==> src/rtl/edac_pkg.sv <==
package edac_pkg;

  localparam int CNT_W    = 4;
  localparam int MODE_LSB = 5;
  localparam int DBL_BIT  = 4;

  typedef enum logic [1:0] {
    IRQ_OFF     = 2'b00,
    IRQ_DOUBLE  = 2'b01,
    IRQ_ANY     = 2'b10,
    IRQ_ANY_ALT = 2'b11
  } irq_mode_e;

  // Number of Hamming bits needed to cover dw data bits.
  function automatic int ham_bits(input int dw);
    int k;
    k = 1;
    while ((1 << k) < dw + k + 1) k = k + 1;
    return k;
  endfunction

  // Codeword position of data bit j: the j-th position that is not a power of two.
  function automatic int data_pos(input int j);
    int seen;
    int pos;
    seen = 0;
    pos  = 0;
    for (int p = 3; p < 256; p++) begin
      if (((p & (p - 1)) != 0) && pos == 0) begin
        if (seen == j) pos = p;
        seen = seen + 1;
      end
    end
    return pos;
  endfunction

  // Data bits covered by Hamming bit bit_i.
  function automatic logic [63:0] cover_mask(input int bit_i, input int dw);
    logic [63:0] m;
    m = '0;
    for (int j = 0; j < dw && j < 64; j++)
      if (((data_pos(j) >> bit_i) & 1) == 1) m[j] = 1'b1;
    return m;
  endfunction

endpackage

==> src/rtl/edac_encoder.sv <==
module edac_encoder
  import edac_pkg::*;
#(
  parameter int DATA_W = 16,
  parameter int HAM_W  = 5
) (
  input  logic [DATA_W-1:0] data_i,
  output logic [HAM_W:0]    code_o
);

  logic [HAM_W-1:0] ham;

  for (genvar gi = 0; gi < HAM_W; gi++) begin : g_par
    localparam logic [63:0] MASK = cover_mask(gi, DATA_W);
    assign ham[gi] = ^(data_i & MASK[DATA_W-1:0]);
  end

  // Overall parity makes the full codeword XOR to zero.
  assign code_o = {^{data_i, ham}, ham};

endmodule

==> src/rtl/edac_decoder.sv <==
module edac_decoder
  import edac_pkg::*;
#(
  parameter int DATA_W = 16,
  parameter int HAM_W  = 5
) (
  input  logic [DATA_W-1:0] data_i,
  input  logic [HAM_W:0]    code_i,
  output logic [DATA_W-1:0] data_o,
  output logic              single_o,
  output logic              double_o
);

  localparam int LAST_POS = DATA_W + HAM_W;

  logic [HAM_W-1:0]  syn;
  logic [DATA_W-1:0] flip;
  logic              mism;
  logic              in_range;

  for (genvar gi = 0; gi < HAM_W; gi++) begin : g_syn
    localparam logic [63:0] MASK = cover_mask(gi, DATA_W);
    assign syn[gi] = code_i[gi] ^ (^(data_i & MASK[DATA_W-1:0]));
  end

  assign mism     = ^{data_i, code_i};
  assign in_range = int'(syn) <= LAST_POS;

  // Odd flip count with a valid position: single; even count with non-zero syndrome: double.
  assign single_o = mism && in_range;
  assign double_o = (mism && !in_range) || (!mism && (syn != '0));

  for (genvar gj = 0; gj < DATA_W; gj++) begin : g_fix
    localparam int POS = data_pos(gj);
    assign flip[gj] = mism && (int'(syn) == POS);
  end

  assign data_o = data_i ^ flip;

endmodule

==> src/rtl/edac_status.sv <==
module edac_status
  import edac_pkg::*;
(
  input  logic       clk,
  input  logic       rst,
  input  logic       wr_i,
  input  logic [7:0] wdata_i,
  input  logic       ev_single_i,
  input  logic       ev_double_i,
  output logic [7:0] value_o,
  output logic       irq_o
);

  localparam logic [CNT_W-1:0] CNT_MAX = '1;

  logic [1:0]       mode_q, mode_d;
  logic             dbl_q, dbl_d;
  logic [CNT_W-1:0] cnt_q, cnt_d;
  logic             irq_q, irq_d;
  logic             unused_wdata;

  assign unused_wdata = ^{wdata_i[7], wdata_i[DBL_BIT:0]};

  always_comb begin
    mode_d = wr_i ? wdata_i[MODE_LSB+1:MODE_LSB] : mode_q;
    dbl_d  = wr_i ? 1'b0 : dbl_q;
    cnt_d  = wr_i ? '0 : cnt_q;
    if (ev_double_i) dbl_d = 1'b1;
    if (ev_single_i && (cnt_d != CNT_MAX)) cnt_d = cnt_d + CNT_W'(1);
    case (irq_mode_e'(mode_d))
      IRQ_OFF:    irq_d = 1'b0;
      IRQ_DOUBLE: irq_d = dbl_d;
      default:    irq_d = dbl_d || (cnt_d != '0);
    endcase
  end

  always_ff @(posedge clk) begin
    if (rst) begin
      mode_q <= 2'b00;
      dbl_q  <= 1'b0;
      cnt_q  <= '0;
      irq_q  <= 1'b0;
    end else begin
      mode_q <= mode_d;
      dbl_q  <= dbl_d;
      cnt_q  <= cnt_d;
      irq_q  <= irq_d;
    end
  end

  assign value_o = {1'b0, mode_q, dbl_q, cnt_q};
  assign irq_o   = irq_q;

  p_cnt_saturates_r7: assert property (@(posedge clk) disable iff (rst)
    (cnt_q == CNT_MAX && !wr_i) |=> (cnt_q == CNT_MAX));

  p_dbl_sticky_r5: assert property (@(posedge clk) disable iff (rst)
    (dbl_q && !wr_i) |=> dbl_q);

  p_cnt_quiet_r6: assert property (@(posedge clk) disable iff (rst)
    (!wr_i && !ev_single_i) |=> $stable(cnt_q));

  p_dbl_quiet_r6: assert property (@(posedge clk) disable iff (rst)
    (!wr_i && !ev_double_i) |=> (dbl_q == $past(dbl_q)));

  p_write_clears_r9: assert property (@(posedge clk) disable iff (rst)
    (wr_i && !ev_single_i) |=> (cnt_q == '0));

  p_irq_off_r10: assert property (@(posedge clk) disable iff (rst)
    (mode_q == IRQ_OFF) |-> !irq_q);

endmodule

==> src/rtl/edac_guard.sv <==
module edac_guard
  import edac_pkg::*;
#(
  parameter int DATA_W     = 16,
  parameter int CHK_W      = 8,
  parameter int WIN_W      = 4,
  parameter int ADDR_W     = 8,
  parameter int CSR_WINDOW = 1,
  parameter int CSR_OFFSET = 'h15
) (
  input  logic              clk,
  input  logic              rst,
  input  logic              prot_en,
  input  logic              wr_valid,
  input  logic [DATA_W-1:0] wr_data,
  output logic [DATA_W-1:0] mem_wdata,
  output logic [CHK_W-1:0]  chk_out,
  output logic              chk_oe,
  input  logic              rd_valid,
  input  logic [DATA_W-1:0] mem_rdata,
  input  logic [CHK_W-1:0]  chk_in,
  output logic [DATA_W-1:0] rd_data,
  input  logic [WIN_W-1:0]  reg_window,
  input  logic [ADDR_W-1:0] reg_addr,
  input  logic              reg_we,
  input  logic [7:0]        reg_wdata,
  output logic [7:0]        reg_rdata,
  output logic              irq
);

  localparam int HAM_W  = ham_bits(DATA_W);
  localparam int CODE_W = HAM_W + 1;
  localparam int PAD_W  = CHK_W - CODE_W;

  logic [CODE_W-1:0] enc_code;
  logic [DATA_W-1:0] dec_data;
  logic              dec_single, dec_double;
  logic              csr_hit, csr_wr;
  logic [7:0]        csr_value;
  logic              unused_chk_hi;

  logic [DATA_W-1:0] wdata_q, rdata_q;
  logic [CHK_W-1:0]  chk_q;
  logic              oe_q;
  logic [7:0]        rreg_q;

  assign unused_chk_hi = ^chk_in[CHK_W-1:CODE_W];

  edac_encoder #(.DATA_W(DATA_W), .HAM_W(HAM_W)) enc_i (
    .data_i (wr_data),
    .code_o (enc_code)
  );

  edac_decoder #(.DATA_W(DATA_W), .HAM_W(HAM_W)) dec_i (
    .data_i   (mem_rdata),
    .code_i   (chk_in[CODE_W-1:0]),
    .data_o   (dec_data),
    .single_o (dec_single),
    .double_o (dec_double)
  );

  assign csr_hit = (reg_window == WIN_W'(CSR_WINDOW)) && (reg_addr == ADDR_W'(CSR_OFFSET));
  assign csr_wr  = reg_we && csr_hit;

  edac_status stat_i (
    .clk         (clk),
    .rst         (rst),
    .wr_i        (csr_wr),
    .wdata_i     (reg_wdata),
    .ev_single_i (rd_valid && prot_en && dec_single),
    .ev_double_i (rd_valid && prot_en && dec_double),
    .value_o     (csr_value),
    .irq_o       (irq)
  );

  always_ff @(posedge clk) begin
    if (rst) begin
      wdata_q <= '0;
      chk_q   <= '0;
      oe_q    <= 1'b0;
      rdata_q <= '0;
      rreg_q  <= '0;
    end else begin
      oe_q   <= wr_valid && prot_en;
      rreg_q <= csr_hit ? csr_value : 8'h00;
      if (wr_valid) begin
        wdata_q <= wr_data;
        chk_q   <= prot_en ? {{PAD_W{1'b0}}, enc_code} : '0;
      end
      if (rd_valid) rdata_q <= prot_en ? dec_data : mem_rdata;
    end
  end

  assign mem_wdata = wdata_q;
  assign chk_out   = chk_q;
  assign chk_oe    = oe_q;
  assign rd_data   = rdata_q;
  assign reg_rdata = rreg_q;

  p_oe_needs_enable_r1: assert property (@(posedge clk) disable iff (rst)
    chk_oe |-> $past(wr_valid && prot_en));

  p_bypass_read_r6: assert property (@(posedge clk) disable iff (rst)
    (rd_valid && !prot_en) |=> (rd_data == $past(mem_rdata)));

endmodule

==> config.mk <==
export PLATFORM = sky130hd
export DESIGN_NAME = edac_guard
export DESIGN_NICKNAME = d
export VERILOG_FILES = /design/src/rtl/edac_pkg.sv /design/src/rtl/edac_encoder.sv /design/src/rtl/edac_decoder.sv /design/src/rtl/edac_status.sv /design/src/rtl/edac_guard.sv
export SDC_FILE = /design/constraint.sdc
export NUM_CORES = 1
export LEC_CHECK = 0
export ABC_AREA = 1
export BUFFER_PORTS_ARGS = -buffer_cell sky130_fd_sc_hd__clkbuf_2
export CAP_MARGIN = 15
export CORE_AREA = 2 2 95 97
export CTS_BUF_LIST = sky130_fd_sc_hd__clkbuf_4
export DETAILED_ROUTE_END_ITERATION = 7
export DIE_AREA = 0 0 97 99
export GPL_TIMING_DRIVEN = 0
export HOLD_SLACK_MARGIN = 0.05
export PLACE_DENSITY = 0.7
export SYNTH_ARGS = -nofsm -noshare
export SYNTH_HDL_FRONTEND = slang
export SYNTH_SLANG_ARGS = --single-unit
==> constraint.sdc <==
create_clock -name clk -period 2.6 [get_ports clk]
set_input_delay 0.52 -clock clk [delete_from_list [all_inputs] [get_ports clk]]
set_output_delay 0.52 -clock clk [all_outputs]
set_load 0.01 [all_outputs]
# Word level (Yosys, flattened, before mapping)
# Cells that the tools add are included.
[word_totals]
inputBits = 66
output_inout_bits = 50
elab_cells = 93
register_bits = 57
[classes]
order_cmp = 1
muxes = 8
n_eq_ne = 20
n_reduce_logical = 46
bitwise = 7
addsub = 1
[ops]
columns = ["op", "n"]
rows = [
  ["parity 16 bit", 10],
  ["equality test 5 bit (second input constant)", 12],
  ["logical AND 1 bit", 26],
  ["parity 22 bit", 1],
  ["parity 21 bit", 1],
  ["2-to-1 mux 16 bit", 1],
  ["XOR 16 bit", 1],
  ["equality test 5 x 4 -> 1 bit (second input constant)", 3],
  ["equality test 8 x 5 -> 1 bit (second input constant)", 1],
  ["2-to-1 mux 4 bit", 2],
  ["2-to-1 mux 6 bit", 1],
  ["equality test 5 x 3 -> 1 bit (second input constant)", 1],
  ["<= comparator 5 bit (second input constant)", 1],
  ["nonzero test 5 bit", 1],
  ["XOR 1 bit", 5],
  ["adder 4 x 1 -> 4 bit (second input constant)", 1],
  ["equality test 4 x 1 -> 1 bit (second input constant)", 1],
  ["inequality test 4 bit (second input constant)", 1],
  ["nonzero test 4 bit", 1],
  ["equality test 2 x 1 -> 1 bit (second input constant)", 1],
  ["logical NOT 1 bit", 2],
  ["logical NOT 2 bit", 1],
  ["logical OR 1 bit", 2],
  ["2-to-1 mux 1 bit", 2],
  ["other kinds (4)", 4],
]

# Depth between registers and ports, before layout
# Gate-level depths: netlist of run 1.
[depth]
word_depth = 10
mapped_depth = 20
mapped_depth_nobuf = 20

# Modules after synthesis
# A second synthesis of run 1 with hierarchy kept.
[unflattened]
cells_unflattened = 806
hier_area_um2 = 4829.6
[modules_own_cells]
columns = ["mod", "seq_area_each_um2", "instances", "area_per_inst_um2", "cells_per_inst"]
rows = [
  ["edac_guard", 940.9, 1, 1999.4, 248],
  ["edac_decoder", 0.0, 1, 1697.9, 345],
  ["edac_encoder", 0.0, 1, 688.2, 148],
  ["edac_status", 160.2, 1, 444.2, 65],
]

# Least setup slack after synthesis of run 1
# No wires, ideal clock.
[synth_timing]
path_type = "input port to flip-flop"
startpoint = "in reg_addr[1]"
endpoint = "reg stat_i.irq_q (netlist: stat_i.irq_o)"
t_arrival_ps = 2125
n_path_buf = 0
stages = 17
setup_ps = 109
setup_slack_ps = 366
required_time_ps = 2491
path_cell_list = "nor2_1 nand3_1 nor3_1 nand2_1 nand2_1 inv_1 ha_1 nand2_1 o21ai_0 inv_2 nand3_2 nand2_1 nand2_1 nor2_1 nand3_1 nand2_1 inv_1"
[synth_via]
elab_chain_cells = 10
elab_cells_between_ends = 16
classes_between = "add/sub: 1; eq/ne: 3; mux: 6; reduce/logical: 6"
[synth_lines]
columns = ["element", "line_no", "source"]
rows = [
  ["from (decl)", "edac_guard.sv:24", "input logic [ADDR_W-1:0] reg_addr,"],
  ["equality test 8 x 5 -> 1 bit *", "edac_guard.sv:62", "assign csr_hit = (reg_window == WIN_W'(CSR_WINDOW)) && (reg_addr == ADDR_W'(CSR_OFFSET));"],
  ["logical AND 1 bit *", "edac_guard.sv:62", ""],
  ["logical AND 1 bit *", "edac_guard.sv:63", "assign csr_wr = reg_we && csr_hit;"],
  ["branches (longest 6 deep; another with adder 4 x 1 -> 4 bit)", "--", ""],
  ["case mux 1 bit (2 select lines) *", "edac_status.sv:30", "case (irq_mode_e'(mode_d))"],
  ["to (signal assigned)", "edac_status.sv:47", "irq_q <= irq_d;"],
  ["to (decl)", "edac_status.sv:19", "logic irq_q, irq_d;"],
]
# Every way passes the cells marked *.
# A chain may end at the register's enable or synchronous reset.

# Worst setup path in the final report of run 1
[layout_timing]
startpoint = "in reg_window[0]"
endpoint = "reg stat_i.irq_q (netlist: stat_i.irq_o)"
[layout_via]
elab_chain_cells = 10
elab_cells_between_ends = 16
classes_between = "add/sub: 1; eq/ne: 3; mux: 6; reduce/logical: 6"
[layout_lines]
columns = ["element", "line_no", "source"]
rows = [
  ["from (decl)", "edac_guard.sv:23", "input logic [WIN_W-1:0] reg_window,"],
  ["equality test 4 x 1 -> 1 bit *", "edac_guard.sv:62", ""],
  ["logical AND 1 bit *", "edac_guard.sv:62", ""],
  ["logical AND 1 bit *", "edac_guard.sv:63", ""],
  ["branches (longest 6 deep; another with adder 4 x 1 -> 4 bit)", "--", ""],
  ["case mux 1 bit (2 select lines) *", "edac_status.sv:30", ""],
]
# Marks and branches as above.

==> results.ini, run 1 <==
[route]
drc=0
dr.pass1.iters=4
ant_nets=0
wl_per_cell_um=11.7
vias_per_cell=4.71
routed_wirelength_mm=9.23
first_iter_violations=163
route.vias.total=3728

[clock_network]
insertion_delay_ps=370
htree_levels=2
path_clk_slew_ps=160
holdBufCountCts=0
numCtsBuffers=5
cts_resized=0
cts-root-buf=clkbuf_4
cts.sinks=54
cts_tree=done
postCtsSetupBuffers=0
cts.path.max_buffers=2

[synth]
synth.cell_area_um2=3740
yosysSeqAreaShare_pct=28.9
synth_mux_area_share_pct=0.268
ys_warn_count=0
synth_ff_type=dfxtp_1
synth_top_family_by_area=simple AND/OR/NAND/NOR gates
synth-edff-count=0
synth-seq-cells=54
synth_xor_area_share_pct=17.7
async_reset_ff_share_pct=0
synth_fa_ha_area_share_pct=0.335
ys_types=34
syn_inst=577
yosys.area_share.simple_pct=33.8
avgSynthCellArea_um2=6.48
synth_compound_area_share_pct=8.94

[timing]
min_period_over_period_pct=85.5
rsz0062_at_grt=false
setup_viol=0
slew_viol_final=0
slew_headroom_pct=64.4
max_freq_ghz=0.450
fin_crit_ps=2220
hold_viol_final=0
fin_skew_ps=11.6
fin_setup_tns_ps=0
tightest_slew_ps=534

[cells_and_area]
nFillCells=906
final_layout_size_suffix_gt1_share_pct=21.8
final_util_pct=52.0
nets=749
stdcell_count=791
num_antenna_cells=0
layout_commonest_cell=nand2_1
area_delta_synth_final_pct=18.9
layout_common_cells=nand2_1 (163), clkbuf_2 (96), nor2_1 (69)

[global_route]
grt_max_degree=19
grt_pass1_vias=3456
grtUsageTotal_pct=18.9
grt_pass1_wl_mm=15.3
antenna_found_initial=0
grt_overflow=0

[flow_run]
cap_viol_max_count=0

[power]
power_mw=2.24
power_density_nw_per_um2=505
peakVddDrop_uv=199
power.leakage_nw=2.42

[die]
start_util_pct=43.7
die_h_um=99
core_um2=8550
rows=34
pin_count=116
die_area_um2=9600
dieWidth_um=97

[min_path]
min_to=chk_oe
min_path_type=in2reg
whs_path_depth=2
hp-start=rst

[status]
outcome=finished, final reports clean

[placed_design]
globalplace.congestion=0.866
hpwl_mm=7.81
place_inst=783
io_buffer_count=96

[worst_setup_path]
timing.rr.start=stat_i.cnt_q[0]
crit_path_start_kind=primary input
r2r_cells=12
path_max_fanout=7
worstPathRequired_ps=2900
regToRegSetupSlack_ps=920
worstPathArrival_ps=2520
r2r-end=stat_i.irq_o
end_kind=register
criticalPathCategory=in2reg

## layer usage
metal / track usage [%] / vias up / routed length (um)
li1: - / 1983 / -
met2: 33.8 / 95 / 4400
met3: 2.98 / 18 / 490
met4: 6.18 / 0 / 198
met5: 0 / - / 0
met1: 23.2 / 1632 / 4140
## power by group
group	internal [mW]	switching, mW	total (mW)	leakage [nW]
sequential	0.879	0.0246	0.903	0.444
clock	0.208	0.273	0.481	0.0458
combinational	0.312	0.548	0.860	1.93
total	1.40	0.845	2.24	2.42
## Yosys cell counts, types with 2 or more instances
master / instances / area [um2]
o21bai_1: 3 / 22.5
nor2_1: 69 / 259
buf_2: 6 / 30.0
a21oi_1: 13 / 65.1
nand3_1: 32 / 160
nand2_4: 4 / 45.0
buf_4: 5 / 37.5
nor2_2: 2 / 12.5
nor3_1: 4 / 20.0
nand2_2: 6 / 37.5
o21ai_1: 13 / 65.1
inv_1: 57 / 214
nand4_1: 5 / 31.3
xor2_1: 40 / 350
clkbuf_1: 9 / 33.8
o21ai_0: 28 / 140
xnor2_1: 32 / 280
xor2_2: 2 / 32.5
nand2_1: 163 / 612
inv_2: 12 / 45.0
a21oi_2: 3 / 26.3
dfxtp_1: 54 / 1080
nand3b_1: 4 / 30.0
## how the worst max path moves through the flow
stage	start	endpoint	slack [ps]
2_1_floorplan	reg_addr[1]	stat_i.irq_o	370
3_5_place_dp	reg_addr[1]	stat_i.irq_o	-30
6_report	reg_window[0]	stat_i.irq_o	380
4_1_cts	reg_window[0]	stat_i.irq_o	390
3_3_place_gp	reg_addr[1]	stat_i.irq_o	40
5_1_grt	reg_addr[1]	stat_i.irq_o	80
## cell families (layout without fill, tap and decap cells)
kind of cell | Yosys count | in the layout
buffers and inverters | 91 | 195
adder cells (fa/ha/maj) | 1 | 1
AO/OA/AOI/OAI | 62 | 62
multiplexers | 1 | 1
XOR/XNOR | 74 | 74
other | 1 | 3
flip-flops | 54 | 54
AND/OR/NAND/NOR | 293 | 293
## final cells by class
cell class | instances | area [um2] | area share [%]
well taps | 108 | 135 | 3.04
clock buffers | 5 | 37.5 | 0.844
inverters | 70 | 264 | 5.94
repair buffers | 96 | 480 | 10.8
multi-input cells | 434 | 2300 | 51.6
plain buffers | 21 | 105 | 2.36
clock inverters | 3 | 47.5 | 1.07
flip-flops and latches | 54 | 1080 | 24.3
## through the flow
stage	hold WS, ps	area, um2	setup slack (ps)
2_1_floorplan	408	3750	366
4_1_cts	346	4450	391
5_1_grt	355	4450	76.1
3_5_place_dp	417	4360	-27.3
6_report	359	4450	377
3_3_place_gp	414	4360	36.6
## worst max-delay path, stage by stage
cell and delay [ps]:
clkbuf_2 70, inv_1 30, nor2_1 80, nand2_1 70, nor3_1 240, nand2_1 220
nand2_1 140, inv_1 60, ha_1 220, nand2_1 70, o21ai_0 100, inv_2 110
nand3_2 110, nand2_1 90, nand2_1 60, nor2_1 130, nand3_1 90, nand2_1 60
inv_1 40
## flip-flops by register name, indices dropped and copies added (netlist names)
name / cells
chk_oe: 1
stat_i.dbl_q: 1
mem_wdata: 16
chk_out: 6
rd_data: 16
stat_i.mode_q: 2
stat_i.cnt_q: 4
stat_i.irq_o: 1
reg_rdata: 7
Power figures use the tool's default switching activity.
==> run 2, diff against run 1 <==
--- a/config.mk
+++ b/config.mk
@@ -8,13 +8,12 @@
 export ABC_AREA = 1
 export BUFFER_PORTS_ARGS = -buffer_cell sky130_fd_sc_hd__clkbuf_2
 export CAP_MARGIN = 15
-export CORE_AREA = 2 2 95 97
+export CORE_AREA = 2 2 100 102
 export CTS_BUF_LIST = sky130_fd_sc_hd__clkbuf_4
 export DETAILED_ROUTE_END_ITERATION = 7
-export DIE_AREA = 0 0 97 99
+export DIE_AREA = 0 0 102 104
 export GPL_TIMING_DRIVEN = 0
 export HOLD_SLACK_MARGIN = 0.05
-export PLACE_DENSITY = 0.7
 export SYNTH_ARGS = -nofsm -noshare
 export SYNTH_HDL_FRONTEND = slang
 export SYNTH_SLANG_ARGS = --single-unit
==> constraint.sdc (replaced) <==
create_clock -name clk -period 2.6 [get_ports clk]
set_input_delay 0.26 -clock clk [delete_from_list [all_inputs] [get_ports clk]]
set_output_delay 0.26 -clock clk [all_outputs]
set_load 0.01 [all_outputs]
==> run 2 against run 1 <==
Largest power group unchanged. Combinational power decreased by 0.5%. Setup slack improved by 260 ps. Hold slack worse by 270 ps. Global-route usage decreased by 1.1 points.
==> results.ini, run 2 (same netlist as run 1, synthesis figures left out) <==
[worst_setup_path]
cp_cell_sequence=clkbuf_2 > nor2_1 > nand3_1 > nor3_1 > nand2_1 > nand2_1 > inv_1 > ha_1 > nand2_1 > o21ai_0 > inv_2 > nand3_2 > nand2_1 > nand2_1 > nor2_1 > nand3_1 > nand2_1 > inv_1  ; was clkbuf_2 > inv_1 > nor2_1 > nand2_1 > nor3_1 > nand2_1 > nand2_1 > inv_1 > ha_1 > nand2_1 > o21ai_0 > inv_2 > nand3_2 > nand2_1 > nand2_1 > nor2_1 > nand3_1 > nand2_1 > inv_1
path_buf_inv=4  ; was 5
timing.rr.start=stat_i.cnt_q[0]  ; unchanged
worstPathRequired_ps=2900  ; about the same
path_common_cell=nand2_1  ; unchanged
slowest_delay_ps=240  ; about the same
path_max_fanout=7  ; unchanged
crit_path_start_kind=primary input  ; unchanged
crit_family=simple AND/OR/NAND/NOR gates  ; unchanged
end_kind=register  ; unchanged
worstPathArrival_ps=2260  ; was 2520 ps
crit_path_top_delay_cell=nor3_1  ; unchanged
crit_start=reg_addr[1]  ; was reg_window[0]
criticalPathCategory=in2reg  ; unchanged

[die]
die_h_um=104  ; was 99 um
start_util_pct=39.2  ; was 43.7%
dieWidth_um=102  ; was 97 um
rows=36  ; was 34
die_area_um2=10600  ; was 9600 um2
pin_count=116  ; unchanged
core_um2=9550  ; was 8550 um2

[timing]
fin_setup_tns_ps=0  ; unchanged
slew_viol_final=0  ; unchanged
min_period_over_period_pct=75.5  ; was 85.5%
fin_skew_ps=4.93  ; was 11.6 ps
fin_crit_ps=1960  ; was 2220 ps
max_freq_ghz=0.509  ; was 0.450 GHz
setup_viol=0  ; unchanged
hold_viol_final=0  ; unchanged
rsz0062_at_grt=false  ; unchanged

[clock_network]
cts.path.max_buffers=2  ; unchanged
path_clk_slew_ps=160  ; about the same
insertion_delay_ps=380  ; was 370 ps
cts.sinks=54  ; unchanged
holdBufCountCts=0  ; unchanged
cts_resized=0  ; unchanged
cts_tree=done  ; unchanged
postCtsSetupBuffers=0  ; unchanged
numCtsBuffers=5  ; unchanged
cts-root-buf=clkbuf_4  ; unchanged
htree_levels=2  ; unchanged

[route]
route.vias.total=3706  ; was 3728
drc=0  ; unchanged
dr.pass1.iters=4  ; unchanged
wl_per_cell_um=11.5  ; was 11.7 um
ant_nets=0  ; unchanged
vias_per_cell=4.54  ; was 4.71
routed_wirelength_mm=9.36  ; was 9.23 mm
first_iter_violations=150  ; was 163

[cells_and_area]
area_delta_synth_final_pct=19.8  ; was 18.9%
final_layout_size_suffix_gt1_share_pct=21.8  ; unchanged
nFillCells=1019  ; was 906
nets=749  ; unchanged
multi_input_area_um2=2300  ; unchanged
layout_commonest_cell=nand2_1  ; unchanged
final_util_pct=46.9  ; was 52.0%
seq_area_um2=1080  ; unchanged
layout_common_cells=nand2_1 (163), clkbuf_2 (96), nor2_1 (69)  ; unchanged
num_antenna_cells=0  ; unchanged

[min_path]
hp-start=rst  ; unchanged
min_path_type=in2reg  ; unchanged

[global_route]
grtUsageTotal_pct=17.8  ; was 18.9%
grt_overflow=0  ; unchanged
grt_max_degree=19  ; unchanged
grt_pass1_wl_mm=15.4  ; was 15.3 mm
antenna_found_initial=0  ; unchanged
grt_pass1_vias=3357  ; was 3456

[placed_design]
globalplace.congestion=0.880  ; was 0.866
io_buffer_count=96  ; unchanged
hpwl_mm=7.87  ; was 7.81 mm

[status]
outcome=finished, final reports clean  ; unchanged

[power]
power.leakage_nw=2.42  ; unchanged
peakVddDrop_uv=196  ; was 199 uV
power_density_nw_per_um2=503  ; was 505 nW/um2

[flow_run]
cap_viol_max_count=0  ; unchanged

## run 2: per-layer routing
layer / vias up / share of wire (%) / track usage [%]
met2: 90 / 47 / 29.6
met4: 0 / 1.9 / 5.62
met3: 13 / 4.6 / 2.76
met1: 1618 / 47 / 23.4
li1: 1985 / - / -
met5: - / 0 / 0
## run 2: power breakdown
| part | total [mW] | switching, mW | internal, mW |
|---|---|---|---|
| registers | 0.906 | 0.0267 | 0.879 |
| logic | 0.856 | 0.544 | 0.312 |
| clock network | 0.492 | 0.284 | 0.208 |
## run 2: final timing paths
check	end	slack, ps	cells past startpoint
min reg2reg	reg_rdata[1]	440	2
min	chk_oe	90	2
max	stat_i.irq_o	640	18
max reg2reg	stat_i.irq_o	930	12
## run 2: layout make-up
| cell class | instances | area share [%] |
|---|---|---|
| repair buffers | 96 | 10.7 |
| clock inverters | 3 | 1.06 |
| plain buffers | 21 | 2.35 |
| multi-input cells | 434 | 51.3 |
| clock buffers | 5 | 0.838 |
| well taps | 133 | 3.72 |
| flip-flops and latches | 54 | 24.1 |
| inverters | 70 | 5.90 |
## run 2: stage by stage
step	hold slack (ps)	total power, mW	std cells	setup WS [ps]	cell area (um2)
floorplan	373	1.55	579	626	3750
global placement	414	1.76	808	271	4390
detailed placement	414	1.78	808	236	4390
CTS	73.2	2.27	816	668	4480
global route	97.9	2.43	816	369	4480
finish	87.0	2.25	816	637	4480
==> run 3, diff against run 2 <==
--- a/config.mk
+++ b/config.mk
@@ -14,6 +14,7 @@
 export DIE_AREA = 0 0 102 104
 export GPL_TIMING_DRIVEN = 0
 export HOLD_SLACK_MARGIN = 0.05
+export PLACE_DENSITY = 0.66
 export SYNTH_ARGS = -nofsm -noshare
 export SYNTH_HDL_FRONTEND = slang
 export SYNTH_SLANG_ARGS = --single-unit
==> constraint.sdc (replaced) <==
create_clock -name clk -period 1.64 [get_ports clk]
set_input_delay 0.164 -clock clk [delete_from_list [all_inputs] [get_ports clk]]
set_output_delay 0.164 -clock clk [all_outputs]
set_load 0.01 [all_outputs]
==> run 3 against run 2 <==
Sequential share of layout area shrank 3.4 points. Cell count grew 3.9%. Power grew 73%. Setup slack lost 590 ps. Count of clock-buffer cells in the layout is the same. Combinational power grew 100%. Sequential power grew 59%. Clock power grew 45%. Cell area grew 16%.
==> results.ini, run 3 (same netlist as run 1, synthesis figures left out) <==
[timing]
tightest_slew_ps=564
min_period_over_period_pct=96.9
rsz0062_at_grt=true  ; was false
setup_viol=0  ; unchanged
slew_headroom_pct=62.4
fin_crit_ps=1590
slew_viol_final=0  ; unchanged
fin_setup_tns_ps=0  ; unchanged
hold_viol_final=0  ; unchanged
fin_skew_ps=5.77  ; was 4.93 ps
setup_ws_ps=50.1  ; was 637 ps
max_freq_ghz=0.629
whs_ps=69.4  ; was 87.0 ps

[die]
pin_count=116  ; unchanged
core_um2=9550  ; unchanged
dieWidth_um=102  ; unchanged
die_area_um2=10600  ; unchanged
die_h_um=104  ; unchanged
rows=36  ; unchanged
start_util_pct=39.2  ; unchanged

[cells_and_area]
layout_commonest_cell=nand2_1  ; unchanged
final_layout_size_suffix_gt1_share_pct=35.8  ; was 21.8%
final_util_pct=54.5  ; was 46.9%
nFillCells=952  ; was 1019
area_delta_synth_final_pct=39.3  ; was 19.8%
layout_common_cells=nand2_1 (123), clkbuf_2 (88), nor2_1 (62)  ; was nand2_1 (163), clkbuf_2 (96), nor2_1 (69)
num_antenna_cells=0  ; unchanged
nets=782  ; was 749

[placed_design]
globalplace.congestion=0.855  ; was 0.880
dpl_worst_slack_ps=-489  ; was 236 ps
io_buffer_count=96  ; unchanged
hpwl_mm=7.96  ; was 7.87 mm

[worst_setup_path]
worstPathArrival_ps=1870  ; was 2260 ps
end_kind=register  ; unchanged
path_max_fanout=5  ; was 7
crit_path_start_kind=primary input  ; unchanged
criticalPathCategory=in2reg  ; unchanged
r2r_cells=13  ; was 12
worstPathRequired_ps=1920  ; was 2900 ps

[flow_run]
cap_viol_max_count=0  ; unchanged

[global_route]
grt_pass1_wl_mm=16.4  ; was 15.4 mm
grt_max_degree=16  ; was 19
grt_pass1_vias=3661  ; was 3357
grt_overflow=0  ; unchanged
antenna_found_initial=0  ; unchanged
grtUsageTotal_pct=18.8  ; was 17.8%

[route]
route.vias.total=3968  ; was 3706
routed_wirelength_mm=10.5  ; was 9.36 mm
drc=0  ; unchanged
vias_per_cell=4.68  ; was 4.54
wl_per_cell_um=12.4  ; was 11.5 um
ant_nets=0  ; unchanged
dr.pass1.iters=4  ; unchanged
first_iter_violations=166  ; was 150

[clock_network]
htree_levels=2  ; unchanged
numCtsBuffers=5  ; unchanged
cts_tree=done  ; unchanged
cts-root-buf=clkbuf_4  ; unchanged
cts.sinks=54  ; unchanged
insertion_delay_ps=360  ; was 380 ps
path_clk_slew_ps=140  ; was 160 ps
cts.path.max_buffers=2  ; unchanged

[power]
peakVddDrop_uv=485  ; was 196 uV
power_mw=3.90  ; was 2.25 mW
power.leakage_nw=2.68  ; was 2.42 nW
power_density_nw_per_um2=749  ; was 503 nW/um2

[min_path]
whs_path_depth=3  ; was 2
min_path_type=in2reg  ; unchanged

[status]
outcome=finished, final reports clean  ; unchanged

run 3: cell count changes in the layout (fill, tap and decap cells not counted), moves of 5 or more:
cell           before  now
nand2_1           163  123
nor2_1             69   62
dlygate4sd3_1       0    5
inv_4               0    5
nand2_2             6   44
inv_1              57   49
xnor2_1            32   24
nand3_1            32   27
buf_4               5   31
buf_6               0   13
clkbuf_2           96   88
xnor2_2             0    7
run 3: area by class of cell:
cell class	instances	area (um2)	area share (%)
clock buffers	5	37.5	0.721
plain buffers	21	154	2.96
well taps	133	166	3.20
multi-input cells	434	2650	50.9
repair buffers	129	802	15.4
flip-flops and latches	54	1080	20.8
inverters	70	280	5.38
clock inverters	2	33.8	0.649
run 3: final timing paths:
check / start / slack (ps) / end
worst max register to register: stat_i.cnt_q[0] / 70 / stat_i.irq_o
worst max-delay path: mem_rdata[1] / 50 / stat_i.irq_o
worst min register to register: stat_i.mode_q[0] / 440 / reg_rdata[5]
worst min-delay path: reg_wdata[5] / 70 / stat_i.mode_q[0]
run 3: worst max-delay path, cell delays in order:
cell and delay, ps:
buf_2 160, xnor2_2 150, buf_4 140, xnor2_1 180, inv_1 60, nand3_1 80
nand2_2 100, nor2_4 140, nand2_2 90, nor3_4 200, nor2_2 70, o21ai_0 170
nand2_1 70, nand2_1 70, inv_1 30
run 3: report_power, final:
group          switching (mW)  internal (mW)
combinational            1.04          0.718
sequential             0.0414           1.39
clock                   0.402          0.309
run 3: routing by layer:
metal,up-vias,part of all wire [%],track usage [%]
met5,-,0,0
met4,0,2.2,5.90
met3,18,5.1,2.42
met2,104,50,32.6
met1,1799,42,23.9
li1,2047,-,-
run 3: timing repair:
item | in CTS | in global routing
buffers inserted | 4 | 24
cloned | 0 | 0
gates resized for setup | 4 | 113
hold buffers | 5 | 0
endpoints found under the hold margin | 5 | 0
setup endpoints to repair | 7 | 31
pin swaps | 4 | 55
run 3: stage by stage:
| step | cell area, um2 | cells |
|---|---|---|
| 3_5_place_dp | 4510 | 808 |
| 4_1_cts | 4680 | 824 |
| 3_3_place_gp | 4510 | 808 |
| 6_report | 5210 | 848 |
| 5_1_grt | 5210 | 848 |
| 2_1_floorplan | 3870 | 579 |
